--- config.mk ---
export PLATFORM = sky130hd
export DESIGN_NAME = i2c_gpio_expander
export DESIGN_NICKNAME = d
export VERILOG_FILES = /design/src/rtl/gpx_pkg.sv /design/src/rtl/gpx_sync.sv /design/src/rtl/gpx_i2c_target.sv /design/src/rtl/gpx_regfile.sv /design/src/rtl/i2c_gpio_expander.sv
export SDC_FILE = /design/constraint.sdc
export NUM_CORES = 1
export LEC_CHECK = 0
export BUFFER_PORTS_ARGS = -buffer_cell sky130_fd_sc_hd__clkbuf_2
export CAP_MARGIN = 20
export CORE_ASPECT_RATIO = 1.25
export CORE_MARGIN = 3
export CORE_UTILIZATION = 60
export DETAILED_ROUTE_END_ITERATION = 12
export PLACE_DENSITY = 0.8
export SLEW_MARGIN = 20
export SYNTH_ARGS = -nofsm -noshare
export SYNTH_HDL_FRONTEND = slang
export SYNTH_SLANG_ARGS = --single-unit
--- constraint.sdc ---
create_clock -name clk -period 2.6 [get_ports clk]
set_input_delay 0.26 -clock clk [delete_from_list [all_inputs] [get_ports clk]]
set_output_delay 0.26 -clock clk [all_outputs]
set_load 0.01 [all_outputs]
--- src/rtl/gpx_pkg.sv ---
package gpx_pkg;
  localparam int BYTE_W = 8;

  localparam logic [1:0] GRP_IN  = 2'd0;
  localparam logic [1:0] GRP_OUT = 2'd1;
  localparam logic [1:0] GRP_POL = 2'd2;
  localparam logic [1:0] GRP_DIR = 2'd3;

  typedef enum logic [2:0] {
    ST_IDLE,
    ST_ADDR,
    ST_ACK_A,
    ST_WR,
    ST_ACK_W,
    ST_RD,
    ST_MACK
  } tgt_state_e;
endpackage

--- src/rtl/gpx_sync.sv ---
module gpx_sync #(
  parameter int W = 1,
  parameter int STAGES = 2,
  parameter logic [W-1:0] RST_VAL = '0
) (
  input  logic         clk,
  input  logic         rst_n,
  input  logic [W-1:0] d,
  output logic [W-1:0] q
);
  logic [W-1:0] chain [STAGES];

  always_ff @(posedge clk or negedge rst_n) begin
    if (!rst_n) begin
      for (int i = 0; i < STAGES; i++) chain[i] <= RST_VAL;
    end else begin
      chain[0] <= d;
      for (int i = 1; i < STAGES; i++) chain[i] <= chain[i-1];
    end
  end

  assign q = chain[STAGES-1];
endmodule

--- src/rtl/gpx_i2c_target.sv ---
module gpx_i2c_target
  import gpx_pkg::*;
#(
  parameter logic [5:0] ADDR_HI = 6'b010000
) (
  input  logic              clk,
  input  logic              rst_n,
  input  logic              scl_s,
  input  logic              sda_s,
  input  logic              addr_sel,
  input  logic [BYTE_W-1:0] rd_data,
  output logic              wr_en,
  output logic              wr_ptr,
  output logic [BYTE_W-1:0] wr_data,
  output logic              rd_en,
  output logic              sda_oe
);
  logic scl_p, sda_p;
  logic scl_rise, scl_fall, start_ev, stop_ev;
  tgt_state_e state;
  logic [3:0] cnt;
  logic [BYTE_W-1:0] shreg, tx;
  logic rw_q, first_q, nack_q;

  assign scl_rise = scl_s & ~scl_p;
  assign scl_fall = ~scl_s & scl_p;
  assign start_ev = scl_s & scl_p & sda_p & ~sda_s;
  assign stop_ev  = scl_s & scl_p & ~sda_p & sda_s;

  always_ff @(posedge clk or negedge rst_n) begin
    if (!rst_n) begin
      scl_p   <= 1'b1;
      sda_p   <= 1'b1;
      state   <= ST_IDLE;
      cnt     <= '0;
      shreg   <= '0;
      tx      <= '0;
      rw_q    <= 1'b0;
      first_q <= 1'b0;
      nack_q  <= 1'b0;
      wr_en   <= 1'b0;
      wr_ptr  <= 1'b0;
      wr_data <= '0;
      rd_en   <= 1'b0;
      sda_oe  <= 1'b0;
    end else begin
      scl_p <= scl_s;
      sda_p <= sda_s;
      wr_en <= 1'b0;
      rd_en <= 1'b0;
      if (start_ev) begin
        state  <= ST_ADDR;
        cnt    <= '0;
        sda_oe <= 1'b0;
      end else if (stop_ev) begin
        state  <= ST_IDLE;
        sda_oe <= 1'b0;
      end else begin
        unique case (state)
          ST_ADDR: begin
            if (scl_rise) begin
              shreg <= {shreg[BYTE_W-2:0], sda_s};
              cnt   <= cnt + 4'd1;
            end else if (scl_fall && cnt == 4'd8) begin
              if (shreg[7:1] == {ADDR_HI, addr_sel}) begin
                state   <= ST_ACK_A;
                sda_oe  <= 1'b1;
                rw_q    <= shreg[0];
                first_q <= 1'b1;
              end else begin
                state <= ST_IDLE;
              end
            end
          end
          ST_ACK_A: begin
            if (scl_fall) begin
              if (rw_q) begin
                state  <= ST_RD;
                cnt    <= '0;
                tx     <= rd_data;
                sda_oe <= ~rd_data[BYTE_W-1];
                rd_en  <= 1'b1;
              end else begin
                state  <= ST_WR;
                cnt    <= '0;
                sda_oe <= 1'b0;
              end
            end
          end
          ST_WR: begin
            if (scl_rise) begin
              shreg <= {shreg[BYTE_W-2:0], sda_s};
              cnt   <= cnt + 4'd1;
            end else if (scl_fall && cnt == 4'd8) begin
              wr_en   <= 1'b1;
              wr_ptr  <= first_q;
              wr_data <= shreg;
              first_q <= 1'b0;
              state   <= ST_ACK_W;
              sda_oe  <= 1'b1;
            end
          end
          ST_ACK_W: begin
            if (scl_fall) begin
              state  <= ST_WR;
              cnt    <= '0;
              sda_oe <= 1'b0;
            end
          end
          ST_RD: begin
            if (scl_fall) begin
              if (cnt == 4'd7) begin
                state  <= ST_MACK;
                sda_oe <= 1'b0;
              end else begin
                cnt    <= cnt + 4'd1;
                tx     <= {tx[BYTE_W-2:0], 1'b0};
                sda_oe <= ~tx[BYTE_W-2];
              end
            end
          end
          ST_MACK: begin
            if (scl_rise) begin
              nack_q <= sda_s;
            end else if (scl_fall) begin
              if (nack_q) begin
                state <= ST_IDLE;
              end else begin
                state  <= ST_RD;
                cnt    <= '0;
                tx     <= rd_data;
                sda_oe <= ~rd_data[BYTE_W-1];
                rd_en  <= 1'b1;
              end
            end
          end
          default: ;
        endcase
      end
    end
  end
endmodule

--- src/rtl/gpx_regfile.sv ---
module gpx_regfile
  import gpx_pkg::*;
#(
  parameter int NUM_PORTS = 2,
  parameter int SYNC_STAGES = 2,
  localparam int PINS = NUM_PORTS * BYTE_W,
  localparam int PIDX_W = $clog2(NUM_PORTS),
  localparam int PTR_W = PIDX_W + 2
) (
  input  logic              clk,
  input  logic              rst_n,
  input  logic              wr_en,
  input  logic              wr_ptr,
  input  logic [BYTE_W-1:0] wr_data,
  input  logic              rd_en,
  output logic [BYTE_W-1:0] rd_data,
  input  logic [PINS-1:0]   pad_s,
  output logic [PINS-1:0]   pad_out,
  output logic [PINS-1:0]   pad_oe,
  output logic              irq_n,
  output logic [PTR_W-1:0]  ptr
);
  localparam int PCW = $clog2(SYNC_STAGES + 2);

  logic [1:0] ptr_grp;
  logic [PIDX_W-1:0] ptr_port;
  logic [PIDX_W+2:0] base;
  logic [PINS-1:0] out_all, pol_all, dir_all, in_all;
  logic [NUM_PORTS-1:0] pend;
  logic [PCW-1:0] pcnt;
  logic primed;

  assign ptr_grp  = ptr[PTR_W-1:PIDX_W];
  assign ptr_port = ptr[PIDX_W-1:0];
  assign base     = {ptr_port, 3'b000};
  assign primed   = (pcnt == PCW'(SYNC_STAGES + 1));

  always_ff @(posedge clk or negedge rst_n) begin
    if (!rst_n) begin
      ptr <= '0;
    end else if (wr_en && wr_ptr) begin
      ptr <= wr_data[PTR_W-1:0];
    end else if (wr_en || rd_en) begin
      ptr <= {ptr_grp, ptr_port + PIDX_W'(1)};
    end
  end

  always_ff @(posedge clk or negedge rst_n) begin
    if (!rst_n) pcnt <= '0;
    else if (!primed) pcnt <= pcnt + PCW'(1);
  end

  for (genvar p = 0; p < NUM_PORTS; p++) begin : g_port
    logic [BYTE_W-1:0] out_q, pol_q, dir_q, snap_q, pins;
    logic hit;

    assign pins = pad_s[p*BYTE_W +: BYTE_W];
    assign hit  = (ptr_port == PIDX_W'(p));

    always_ff @(posedge clk or negedge rst_n) begin
      if (!rst_n) begin
        out_q <= '1;
        pol_q <= '0;
        dir_q <= '1;
      end else if (wr_en && !wr_ptr && hit) begin
        unique case (ptr_grp)
          GRP_OUT: out_q <= wr_data;
          GRP_POL: pol_q <= wr_data;
          GRP_DIR: dir_q <= wr_data;
          default: ;
        endcase
      end
    end

    always_ff @(posedge clk or negedge rst_n) begin
      if (!rst_n) snap_q <= '0;
      else if (!primed) snap_q <= pins;
      else if (rd_en && hit && ptr_grp == GRP_IN) snap_q <= pins;
    end

    assign out_all[p*BYTE_W +: BYTE_W] = out_q;
    assign pol_all[p*BYTE_W +: BYTE_W] = pol_q;
    assign dir_all[p*BYTE_W +: BYTE_W] = dir_q;
    assign in_all[p*BYTE_W +: BYTE_W]  = pins ^ pol_q;
    assign pend[p] = |((pins ^ snap_q) & dir_q);
  end

  always_comb begin
    unique case (ptr_grp)
      GRP_IN:  rd_data = in_all[base +: BYTE_W];
      GRP_OUT: rd_data = out_all[base +: BYTE_W];
      GRP_POL: rd_data = pol_all[base +: BYTE_W];
      default: rd_data = dir_all[base +: BYTE_W];
    endcase
  end

  always_ff @(posedge clk or negedge rst_n) begin
    if (!rst_n) irq_n <= 1'b1;
    else irq_n <= ~(primed & (|pend));
  end

  assign pad_out = out_all;
  assign pad_oe  = ~dir_all;
endmodule

--- src/rtl/i2c_gpio_expander.sv ---
module i2c_gpio_expander
  import gpx_pkg::*;
#(
  parameter int NUM_PORTS = 2,
  parameter int SYNC_STAGES = 2,
  parameter logic [5:0] ADDR_HI = 6'b010000,
  localparam int PINS = NUM_PORTS * BYTE_W,
  localparam int PTR_W = $clog2(NUM_PORTS) + 2
) (
  input  logic            clk,
  input  logic            rst_n,
  input  logic            scl_i,
  input  logic            sda_i,
  input  logic            addr_sel,
  output logic            sda_oe,
  input  logic [PINS-1:0] pad_in,
  output logic [PINS-1:0] pad_out,
  output logic [PINS-1:0] pad_oe,
  output logic            irq_n
);
  logic scl_s, sda_s;
  logic [PINS-1:0] pad_s;
  logic wr_en, wr_ptr, rd_en;
  logic [BYTE_W-1:0] wr_data, rd_data;
  logic [PTR_W-1:0] ptr;

  gpx_sync #(.W(2), .STAGES(SYNC_STAGES), .RST_VAL(2'b11)) u_bus_sync (
    .clk(clk), .rst_n(rst_n), .d({scl_i, sda_i}), .q({scl_s, sda_s})
  );

  gpx_sync #(.W(PINS), .STAGES(SYNC_STAGES), .RST_VAL('0)) u_pad_sync (
    .clk(clk), .rst_n(rst_n), .d(pad_in), .q(pad_s)
  );

  gpx_i2c_target #(.ADDR_HI(ADDR_HI)) u_target (
    .clk(clk), .rst_n(rst_n), .scl_s(scl_s), .sda_s(sda_s),
    .addr_sel(addr_sel), .rd_data(rd_data), .wr_en(wr_en),
    .wr_ptr(wr_ptr), .wr_data(wr_data), .rd_en(rd_en), .sda_oe(sda_oe)
  );

  gpx_regfile #(.NUM_PORTS(NUM_PORTS), .SYNC_STAGES(SYNC_STAGES)) u_regs (
    .clk(clk), .rst_n(rst_n), .wr_en(wr_en), .wr_ptr(wr_ptr),
    .wr_data(wr_data), .rd_en(rd_en), .rd_data(rd_data), .pad_s(pad_s),
    .pad_out(pad_out), .pad_oe(pad_oe), .irq_n(irq_n), .ptr(ptr)
  );
endmodule

==> impl_results.md, run 1 <==
* Die Ht at 123 µm
* Synth Instances at 542
* Congestion Overflow GR at 0
* CTS tree: done
* Cell Chain, Critical Path: nand2_1 -> nor3_2 -> buf_4 -> mux2_2
* Most used DFF post-synth: dfrtp_1
* Max-slew violations at 0
* Worst-margin pin slew at 0.770 ns
* Synthesized area at 6560 µm²
* Initial drt markers at ~320
* Syn-to-layout area delta at 18.8%
* Crit path launch type: flop
* Pin count of the biggest net entering global routing at 74
* Starting Density at 61.8%
* Fraction of the cycle the final worst path needs at 82.9%
* Critical Path RT at 2.90 ns
* Post-Route WL at 15,200 µm
* Slew HR at 48.7%
* Total core area at 10,600 µm²
* CP top delay family: flip-flops
* Synth area leaders: dfrtp_1 (40%), dfstp_2 (16%), mux2_2 (13%)
* Final Net Count at 652
* Most frequent cells in the layout: dfrtp_1 (106), mux2_2 (76), clkbuf_2 (53)
* GRT Overall Usage at between 20% and 30%
* Via/cell ratio at 5.94
* Crit-path max cell delay at 0.84 ns
* Crit Path Category: reg -> reg
* Seq/Total Area, Yosys at 56.1%
* PnR Total Power at 0.00506 W
* Finished Layout Cells at between 700 and 800
* CTS HTree Levels at 4
* Layout cell share with drive strength beyond 1 at 37.8%
* Wirelength per Cell at 19.6 µm
* Routed vias at 4,592
* Rows at between 40 and 50
* Final WS setup at 0.445 ns
* Buf+Inv Stages, Crit Path at 1
* Unrepaired setup endpoints after global routing: no
* Post-synth ARST share at 100%
* Final min period at around 2.2 ns
* Syn_nets at 566
* Ant diodes at 0
* Commonest non-fill, non-tap cell in the layout: dfrtp_1
* Vias in the first global route at 4,686
* Initial antenna violation count at 0
* Post-synth top area share at 40.5%
* Peak Freq at about 460 MHz
* CTS Buf Count at 17
* Max IR drop VDD at 0.426 mV
* Min-delay src: u_pad_sync.chain[31]
* Clock transition at path regs at 0.06 ns
* Post-synth EDFFs at 0
* Yosys cell types at between 60 and 70
* Endpoints failing setup at 0
* Root Buffer: clkbuf_16
* I/O pin count at 55
* Worst Setup SP: u_regs.ptr[2]
* Initial DRT Pass Iterations at 5
* Yosys reg bits at 145
* DIE AREA at approximately 12,000 µm²
* DRC violations left at 0
* Buffer depth of the longest clock path at 2
* Cell taking the most area after synthesis: dfrtp_1
* IO buf count at between 50 and 60
* Post-CTS Resized at 0
* Syn_area_per_cell at about 12 µm²
* Worst path slowest cell: dfrtp_1
* Die W at 99.5 µm
* Remaining antenna violation count at 0
* Lkg Pwr at 3.28 nW
* First-pass GRT wire length at 24,600 µm
* Power Dens Cells at about 650 nW/µm²
* DP HPWL at 10,500 µm
* Worst-path fanout max at 26
* Placed Instances at 722
* Sum Neg Setup Slack at 0 ns
* Worst-case clock skew at between 0.005 and 0.006 ns
* Pre-CTS setup slack at 0.478 ns
* Reg-to-reg startpoint: u_regs.ptr[2]
* Max cap viols at 0
* CTS Sinks at 145
* WP data arrival at 2.46 ns
* Fillers at between 700 and 800
* Worst-Skew Late Latency at 0.42 ns
* Status: completed
* Synth warn at 0
* Worst hold path class: reg -> reg
* Crit end category: flop
* Routability cong. at 0.898
* Final hold viol count at 0
-- state kept, by name, summed over array words and instances, names as in the netlist, 8 cells and up --
register              flops
u_pad_sync.q             16
u_regs.g_port.pol_q      16
u_regs.g_port.out_q      16
u_regs.g_port.snap_q     16
u_target.shreg            8
u_regs.g_port.dir_q      16
u_target.wr_data          8
u_pad_sync.chain         16
-- synth_stat cells, types with 4 or more instances --
master,number
clkbuf_1,8
mux2_2,76
buf_2,10
nor2_1,25
a211oi_1,5
inv_1,29
mux2i_1,11
a31oi_1,12
o31ai_1,5
o22ai_1,10
mux4_2,4
nand2b_1,9
a21oi_1,15
xnor2_1,22
dfstp_2,39
nand2_1,44
o21ai_0,31
nand3b_1,5
nor4_1,5
nor3_1,8
dfrtp_1,106
-- power breakdown --
group          switching [W]  leakage, nW  internal [W]  total, W
logic               0.000133         1.25      0.000134  0.000266
clock network       0.000934        0.271       0.00143   0.00237
registers          0.0000856         1.76       0.00234   0.00243
total                0.00115         3.28       0.00391   0.00506
-- path summary, 6_finish.rpt --
path / endpoint / slack (ns) / cells after the start
max in group asynchronous: u_regs.g_port[0].out_q[5] / 1.36 / 3
min in group asynchronous: u_pad_sync.chain[19] / 0.43 / 2
min reg2reg: u_pad_sync.q[15] / 0.35 / 0
max: u_regs.g_port[1].pol_q[2] / 0.45 / 4
min: u_pad_sync.q[15] / 0.35 / 0
max reg2reg: u_regs.g_port[1].pol_q[2] / 0.45 / 4
-- per-layer routing --
layer / vias to the layer above / track usage (%) / part of all wire [%]
li1: 2094 / - / -
met1: 2251 / 33.5 / 40
met2: 200 / 44.3 / 49
met3: 47 / 6.31 / 6.8
met4: 0 / 11.9 / 3.8
met5: - / 0 / 0
-- timing repair --
action	CTS	global route
hold buffers	19	0
setup buffers	0	0
endpoints found under the hold margin	70	0
-- logic make-up after synthesis --
family / after synthesis / synth area share, %
DFF: 145 / 56.1
and+or+nand+nor: 124 / 10.0
AOI/OAI and AO/OA: 101 / 10.2
muxes: 93 / 16.4
buffers and inverters: 52 / 3.45
xor gates and xnor gates: 24 / 3.21
adders and majority gates: 3 / 0.572
-- per-stage QoR --
step	instance area [µm²]	util (%)	hold WS, ns
6_report	7790	73.4	0.346
5_1_grt	7790	73.4	0.350
4_1_cts	7790	73.4	0.348
3_5_place_dp	7020	66.1	0.315
3_3_place_gp	7020	66.1	0.302
2_1_floorplan	6560	-	-0.0356
-- cell type report --
cell class              count  area, µm²  share of cell area [%]
repair buffers             89        599                    7.69
well taps                 132        165                    2.12
clock inverters            13        139                    1.78
flip-flops and latches    145       3680                    47.2
multi-input cells         345       2650                    34.1
clock buffers              19        443                    5.69
inverters                  30        113                    1.45
(Power assumes the default switching activity.)
==> run 2, diff against run 1 <==
ABC_AREA = 1   (was not set)
CORE_UTILIZATION = 59   (was 60)
PLACE_DENSITY = 0.79   (was 0.8)
clock period = 2 ns   (was 2.6 ns; I/O delays follow)
==> run 2 against run 1 <==
Net effect:
- register-to-register slack worse by 0.17 ns
- fmax rose by 25%
- synthesized cell count rose by 38%
- setup slack got worse by 0.17 ns
- critical path depth rose by 4
- combinational power grew to 5.5 times the previous value
- first-iteration DRC count increased by 84%
- global-route usage grew 2.9 points
- worst hold slack worse by 0.080 ns
- clock power up 41%
- total power is 69% higher
- final cell count grew 27%
- highest routed layer unchanged
==> impl_results.md, run 2 <==
* Routed vias at 5,630 (+23%)
* Max-slew violations at 0 (unchanged)
* CTS tree: done
* Fillers at 810 (+15%)
* Critical Path RT at 2.31 ns (-0.59 ns)
* PnR Total Power at 0.00856 W (+69%)
* Crit end category: flop
* Die W at 99.7 µm (+0.23%)
* Max cap viols at 0 (unchanged)
* Worst-margin pin slew at 0.580 ns (-0.190 ns)
* Pin count of the biggest net entering global routing at 60 (-19%)
* Most frequent cell after synthesis: nand2_1
* GRT Overall Usage at 29.6% (+2.9 points)
* WP data arrival at 2.03 ns (-0.43 ns)
* Vias in the first global route at 5,541 (+18%)
* Power Dens Cells at 1100 nW/µm² (+69%)
* Worst-Skew Late Latency at 0.42 ns (about the same)
* CTS HTree Levels at 4 (unchanged)
* Syn-to-layout area delta at 20.0%
* Post-synth ARST share at 100% (unchanged)
* Routability cong. at 0.954 (+6.3%)
* Crit-path max cell delay at 0.50 ns (-0.34 ns)
* Synth area leaders: dfrtp_1 (41%), dfstp_2 (16%), nand2_1 (11%)
* Synthesized area at 6480 µm² (-1.2%)
* Initial drt markers at 597 (+84%)
* Rows at 42 (unchanged)
* Crit Path Category: reg -> reg
* Cell Chain, Critical Path: buf_4 -> nor2_1 -> o21ai_0 -> nand2_1 -> nand3_1 -> nand2_1 -> nand2_1 -> nand2_1
* Status: completed
* Endpoints failing setup at 0 (unchanged)
* Sum Neg Setup Slack at 0 ns (unchanged)
* CTS Sinks at 145 (unchanged)
* Initial antenna violation count at 0 (unchanged)
* Unrepaired setup endpoints after global routing: no
* Root Buffer: clkbuf_16
* Finished Core Util at 72.9% (-0.48 points)
* Total core area at 10,700 µm² (+0.49%)
* Commonest non-fill, non-tap cell in the layout: nand2_1
* R2r setup slk at 0.28 ns (-0.17 ns)
* Initial DRT Pass Iterations at 8 (+3)
* Layout cell share with drive strength beyond 1 at 20.4% (-17 points)
* Peak Freq at 580 MHz (+25%)
* Yosys reg bits at 145 (unchanged)
* Fraction of the cycle the final worst path needs at 86.2% (+3.3 points)
* Die Ht at 123 µm (+0.23%)
* Top post-synthesis cells by count: nand2_1 (191), dfrtp_1 (106), o21ai_0 (94), nor2_1 (68), inv_1 (67)
* Post-synth top area share at 40.9% (+0.48 points)
* DRC violations left at 0 (unchanged)
* Ant diodes at 0 (unchanged)
* Synth Instances at 748 (+38%)
* Via/cell ratio at 5.73 (-3.6%)
* Worst-path fanout max at 19 (-27%)
* Final Net Count at 862 (+32%)
* Remaining antenna violation count at 0 (unchanged)
* Post-synth EDFFs at 0 (unchanged)
* IO buf count at 54 (unchanged)
* Max IR drop VDD at 0.819 mV (+92%)
* Final min period at 1.72 ns (-0.431 ns)
* Syn_nets at 772 (+36%)
* Crit-path most repeated cell: nand2_1
* Wirelength per Cell at 17.6 µm (-10%)
* Seq/Total Area, Yosys at 56.7% (+0.67 points)
* Worst hold path class: in -> reg
* Worst-case clock skew at 0.00988 ns (+0.00425 ns)
* Post-CTS Setup Repair Bufs at 0 (unchanged)
* First-pass GRT wire length at 27,900 µm (+13%)
* DIE AREA at 12,300 µm² (+0.46%)
* Starting Density at 60.7% (-1.0 points)
* Syn_area_per_cell at 8.66 µm² (-28%)
* Post-Route WL at 17,300 µm (+14%)
* Cell taking the most area after synthesis: dfrtp_1
* Buffer depth of the longest clock path at 2 (unchanged)
* Yosys cell types at 36 (-45%)
* Congestion Overflow GR at 0 (unchanged)
* Most used DFF post-synth: dfrtp_1
* Final WS setup at 0.277 ns (-0.169 ns)
* Clock transition at path regs at 0.06 ns (about the same)
* CTS Buf Count at 17 (unchanged)
* DP HPWL at 12,100 µm (+16%)
* Crit path launch type: flop
* Most frequent cells in the layout: nand2_1 (191), dfrtp_1 (106), o21ai_0 (94)
* Lkg Pwr at 3.60 nW (+9.9%)
* I/O pin count at 55 (unchanged)
* Final hold viol count at 0 (unchanged)
* Pre-CTS setup slack at 0.340 ns (-0.139 ns)
* Worst path slowest cell: dfrtp_1
* Synth warn at 0 (unchanged)
* Slew HR at 61.2% (+13 points)
[run 2: changes by cell type after synthesis, moves of 8 or more]
| cell | before | now |
|---|---|---|
| nand2_1 | 44 | 191 |
| mux2_2 | 76 | 6 |
| o21ai_0 | 31 | 94 |
| nand3_1 | 2 | 51 |
| nor2_1 | 25 | 68 |
| inv_1 | 29 | 67 |
| a21oi_1 | 15 | 52 |
| xnor2_1 | 22 | 3 |
| a31oi_1 | 12 | 0 |
| mux2i_1 | 11 | 0 |
| nand2b_1 | 9 | 0 |
| o22ai_1 | 10 | 2 |
| or2_2 | 0 | 8 |
[run 2: worst paths after layout]
check,end,from,depth (start not counted)
setup / recovery,u_target.sda_oe,u_regs.ptr[2],8
hold / removal,u_target.rw_q,addr_sel,7
setup reg to reg,u_target.sda_oe,u_regs.ptr[2],8
hold reg to reg,u_pad_sync.q[5],u_pad_sync.chain[21],0
max in group asynchronous,u_regs.g_port[1].dir_q[3],rst_n,3
min in group asynchronous,u_regs.pcnt[0],rst_n,2
[run 2: kinds of logic after synthesis]
logic type,synth area share (%)
flops,56.7
mux,1.04
buf+inv,5.95
fa+ha+maj,0.579
compound gates,12.7
xor+xnor,0.541
simple gates,22.4
[run 2: final cells by class]
class / instances / area [µm²] / area share [%]
Multi-Input combinational cell: 511 / 2420 / 31.1
Timing Repair Buffer: 91 / 627 / 8.06
Tap cell: 132 / 165 / 2.12
Clock buffer: 19 / 433 / 5.57
Clock inverter: 13 / 188 / 2.41
Sequential cell: 145 / 3680 / 47.3
Inverter: 72 / 270 / 3.47
[run 2: layer usage]
layer  wire length, µm  global-route usage (%)
met3              1360                    6.32
met5                 0                       0
met2              8300                    48.4
met1              6870                    37.4
met4               787                    14.9
[run 2: worst max-delay path, delay by kind of cell (launching register included)]
family | cells | cell delay (ns)
buffers and inverters | 1 | 0.32
AOI/OAI and AO/OA | 1 | 0.28
DFF | 1 | 0.50
and+or+nand+nor | 6 | 0.52
[run 2: report_power, final]
| part | switching (W) | internal [W] |
|---|---|---|
| clock | 0.00125 | 0.00209 |
| combinational | 0.000911 | 0.000548 |
| sequential | 0.000380 | 0.00338 |
| total | 0.00254 | 0.00602 |
[run 2: repair_timing]
item / 4_1_cts / 5_1_grt
hold endpoints to repair: 57 / 0
resized for setup: 0 / 0
hold buffers: 19 / 0
[run 2: stage by stage]
stage          instance area, µm²  cells  hold slack, ns
2_1_floorplan                6480    748         -0.0956
6_report                     7780    983           0.266
3_5_place_dp                 6970    932           0.201
4_1_cts                      7780    983           0.262
5_1_grt                      7780    983           0.349
3_3_place_gp                 6970    932           0.192
==> run 3, diff against run 2 <==
CTS_BUF_LIST = sky130_fd_sc_hd__clkbuf_8 sky130_fd_sc_hd__clkbuf_16   (was not set)
==> run 3 against run 2 <==
Net effect:
- global-route usage barely moved
- setup slack improved by 0.0034 ns
- clock skew fell by 0.0022 ns
- total power fell by 0.24%
- sequential power barely moved
==> impl_results.md, run 3 (same netlist as run 2, synthesis figures left out) <==
* WP data arrival at 2.05 ns (+0.02 ns)
* Power Dens Cells at 1100 nW/µm² (-0.24%)
* Metal3 WL at 1390 µm (+2.7%)
* CTS Sinks at 145 (unchanged)
* Most frequent cells in the layout: nand2_1 (191), dfrtp_1 (106), o21ai_0 (94)
* Unrepaired setup endpoints after global routing: no
* Commonest non-fill, non-tap cell in the layout: nand2_1
* Initial drt markers at 553 (-7.4%)
* Lkg Pwr at 3.61 nW (+0.23%)
* Starting Density at 60.7% (unchanged)
* Die Ht at 123 µm (unchanged)
* Wirelength per Cell at 17.6 µm (-0.17%)
* Wl on met1 at 6780 µm (-1.3%)
* Final hold viol count at 0 (unchanged)
* Initial DRT Pass Iterations at 5 (-3)
* Routability cong. at 0.954 (unchanged)
* CTS Buf Count at 17 (unchanged)
* Crit Path Category: reg -> reg
* Congestion Overflow GR at 0 (unchanged)
* Root Buffer: clkbuf_16
* Post-CTS Resized at 0 (unchanged)
* Ant diodes at 0 (unchanged)
* PnR Total Power at 0.00854 W (-0.24%)
* Die W at 99.7 µm (unchanged)
* Syn-to-layout area delta at 20.0% (unchanged)
* First-pass GRT wire length at 27,900 µm (-0.10%)
* Final WS setup at 0.280 ns (+0.00335 ns)
* Endpoints failing setup at 0 (unchanged)
* Total core area at 10,700 µm² (unchanged)
* Final Net Count at 862 (unchanged)
* Worst-Skew Late Latency at 0.41 ns (about the same)
* Pin count of the biggest net entering global routing at 60 (unchanged)
* Post-Route WL at 17,300 µm (-0.17%)
* Slew HR at 61.1% (-0.16 points)
* CTS HTree Levels at 4 (unchanged)
* Routed vias at 5,660 (+0.53%)
* I/O pin count at 55 (unchanged)
* Clock transition at path regs at 0.06 ns (about the same)
* IO buf count at 54 (unchanged)
* Worst-path fanout max at 14 (-5)
* Worst-case clock skew at 0.00769 ns (-0.00219 ns)
* Max IR drop VDD at 0.819 mV (+0.10%)
* Rows at 42 (unchanged)
* Pre-CTS setup slack at 0.340 ns (unchanged)
* Max-slew violations at 0 (unchanged)
* Crit path launch type: flop
* Initial antenna violation count at 0 (unchanged)
* Top Layer Used: met4
* Crit end category: flop
* Status: completed
* Via/cell ratio at 5.76 (+0.53%)
* Dpl cell area at 6970 µm² (unchanged)
* Final min period at 1.72 ns (-0.00335 ns)
* GRT Overall Usage at 29.6% (about the same)
* Sum Neg Setup Slack at 0 ns (unchanged)
* Met2 WL post-DR at 8330 µm (+0.40%)
* DRC violations left at 0 (unchanged)
* DP HPWL at 12,100 µm (unchanged)
* Layout cell share with drive strength beyond 1 at 20.4% (unchanged)
* Critical Path RT at 2.33 ns (+0.02 ns)
* Worst-margin pin slew at 0.582 ns (+0.00237 ns)
* Fraction of the cycle the final worst path needs at 86.0% (-0.17 points)
* Max cap viols at 0 (unchanged)
* Post-route cell area at 7780 µm² (unchanged)
* DIE AREA at 12,300 µm² (unchanged)
* Buffer depth of the longest clock path at 2 (unchanged)
* Peak Freq at 581 MHz (+0.19%)
* Worst hold path class: in -> reg
* Vias in the first global route at 5,539 (-0.036%)
* Hold Slack at 0.271 ns (+0.00490 ns)
* CTS tree: done
* Remaining antenna violation count at 0 (unchanged)
==> run 3: changes by cell type in the layout (fill, tap and decap cells not counted) <==
cell	change
clkbuf_1	-2
inv_1	+2
==> run 3: what timing repair did <==
| action | CTS | global route |
|---|---|---|
| hold buffers | 19 | 0 |
| setup endpoints to repair | 0 | 0 |
| setup buffers | 0 | 0 |
| hold endpoints to repair | 57 | 0 |
==> run 3: path summary, 6_finish.rpt <==
check	from	to	slack [ns]	cells past startpoint
worst min register to register	u_pad_sync.chain[21]	u_pad_sync.q[5]	0.35	0
worst max register to register	u_regs.ptr[1]	u_regs.g_port[1].snap_q[6]	0.28	7
min in group asynchronous	rst_n	u_pad_sync.q[1]	0.32	2
worst min-delay path	addr_sel	u_target.rw_q	0.27	7
max in group asynchronous	rst_n	u_regs.g_port[1].out_q[4]	0.98	3
worst max-delay path	u_regs.ptr[1]	u_regs.g_port[1].snap_q[6]	0.28	7
==> run 3: layout make-up <==
class / count / area (µm²)
clock inverters: 15 / 195
flip-flops and latches: 145 / 3680
repair buffers: 91 / 627
fillers: 810 / 2890
inverters: 72 / 270
multi-input cells: 511 / 2420
well taps: 132 / 165
clock buffers: 17 / 425
==> run 3: power by group <==
group	leakage (nW)	internal, W	switching [W]
registers	1.72	0.00338	0.000385
logic	1.59	0.000548	0.000907
clock network	0.302	0.00208	0.00123
==> run 3: stage by stage <==
step | utilization (%) | instances
2_1_floorplan | - | 748
3_3_place_gp | 65.3 | 932
3_5_place_dp | 65.3 | 932
4_1_cts | 72.9 | 983
5_1_grt | 72.9 | 983
6_report | 72.9 | 983
==> run 3: worst max-delay path, cell delays in order, from the launching register on <==
cell	delay, ns
dfrtp_1	0.54
nor2_2	0.22
buf_4	0.23
nand3_1	0.10
nand2_1	0.13
buf_4	0.22
nor2_1	0.06
a21oi_1	0.14
==> run 3: routing by layer <==
layer  vias up  GRT usage (%)
li1       2619              -
met3        67           6.32
met5         -              0
met2       291           48.4
met1      2683           37.4
met4         0           14.9
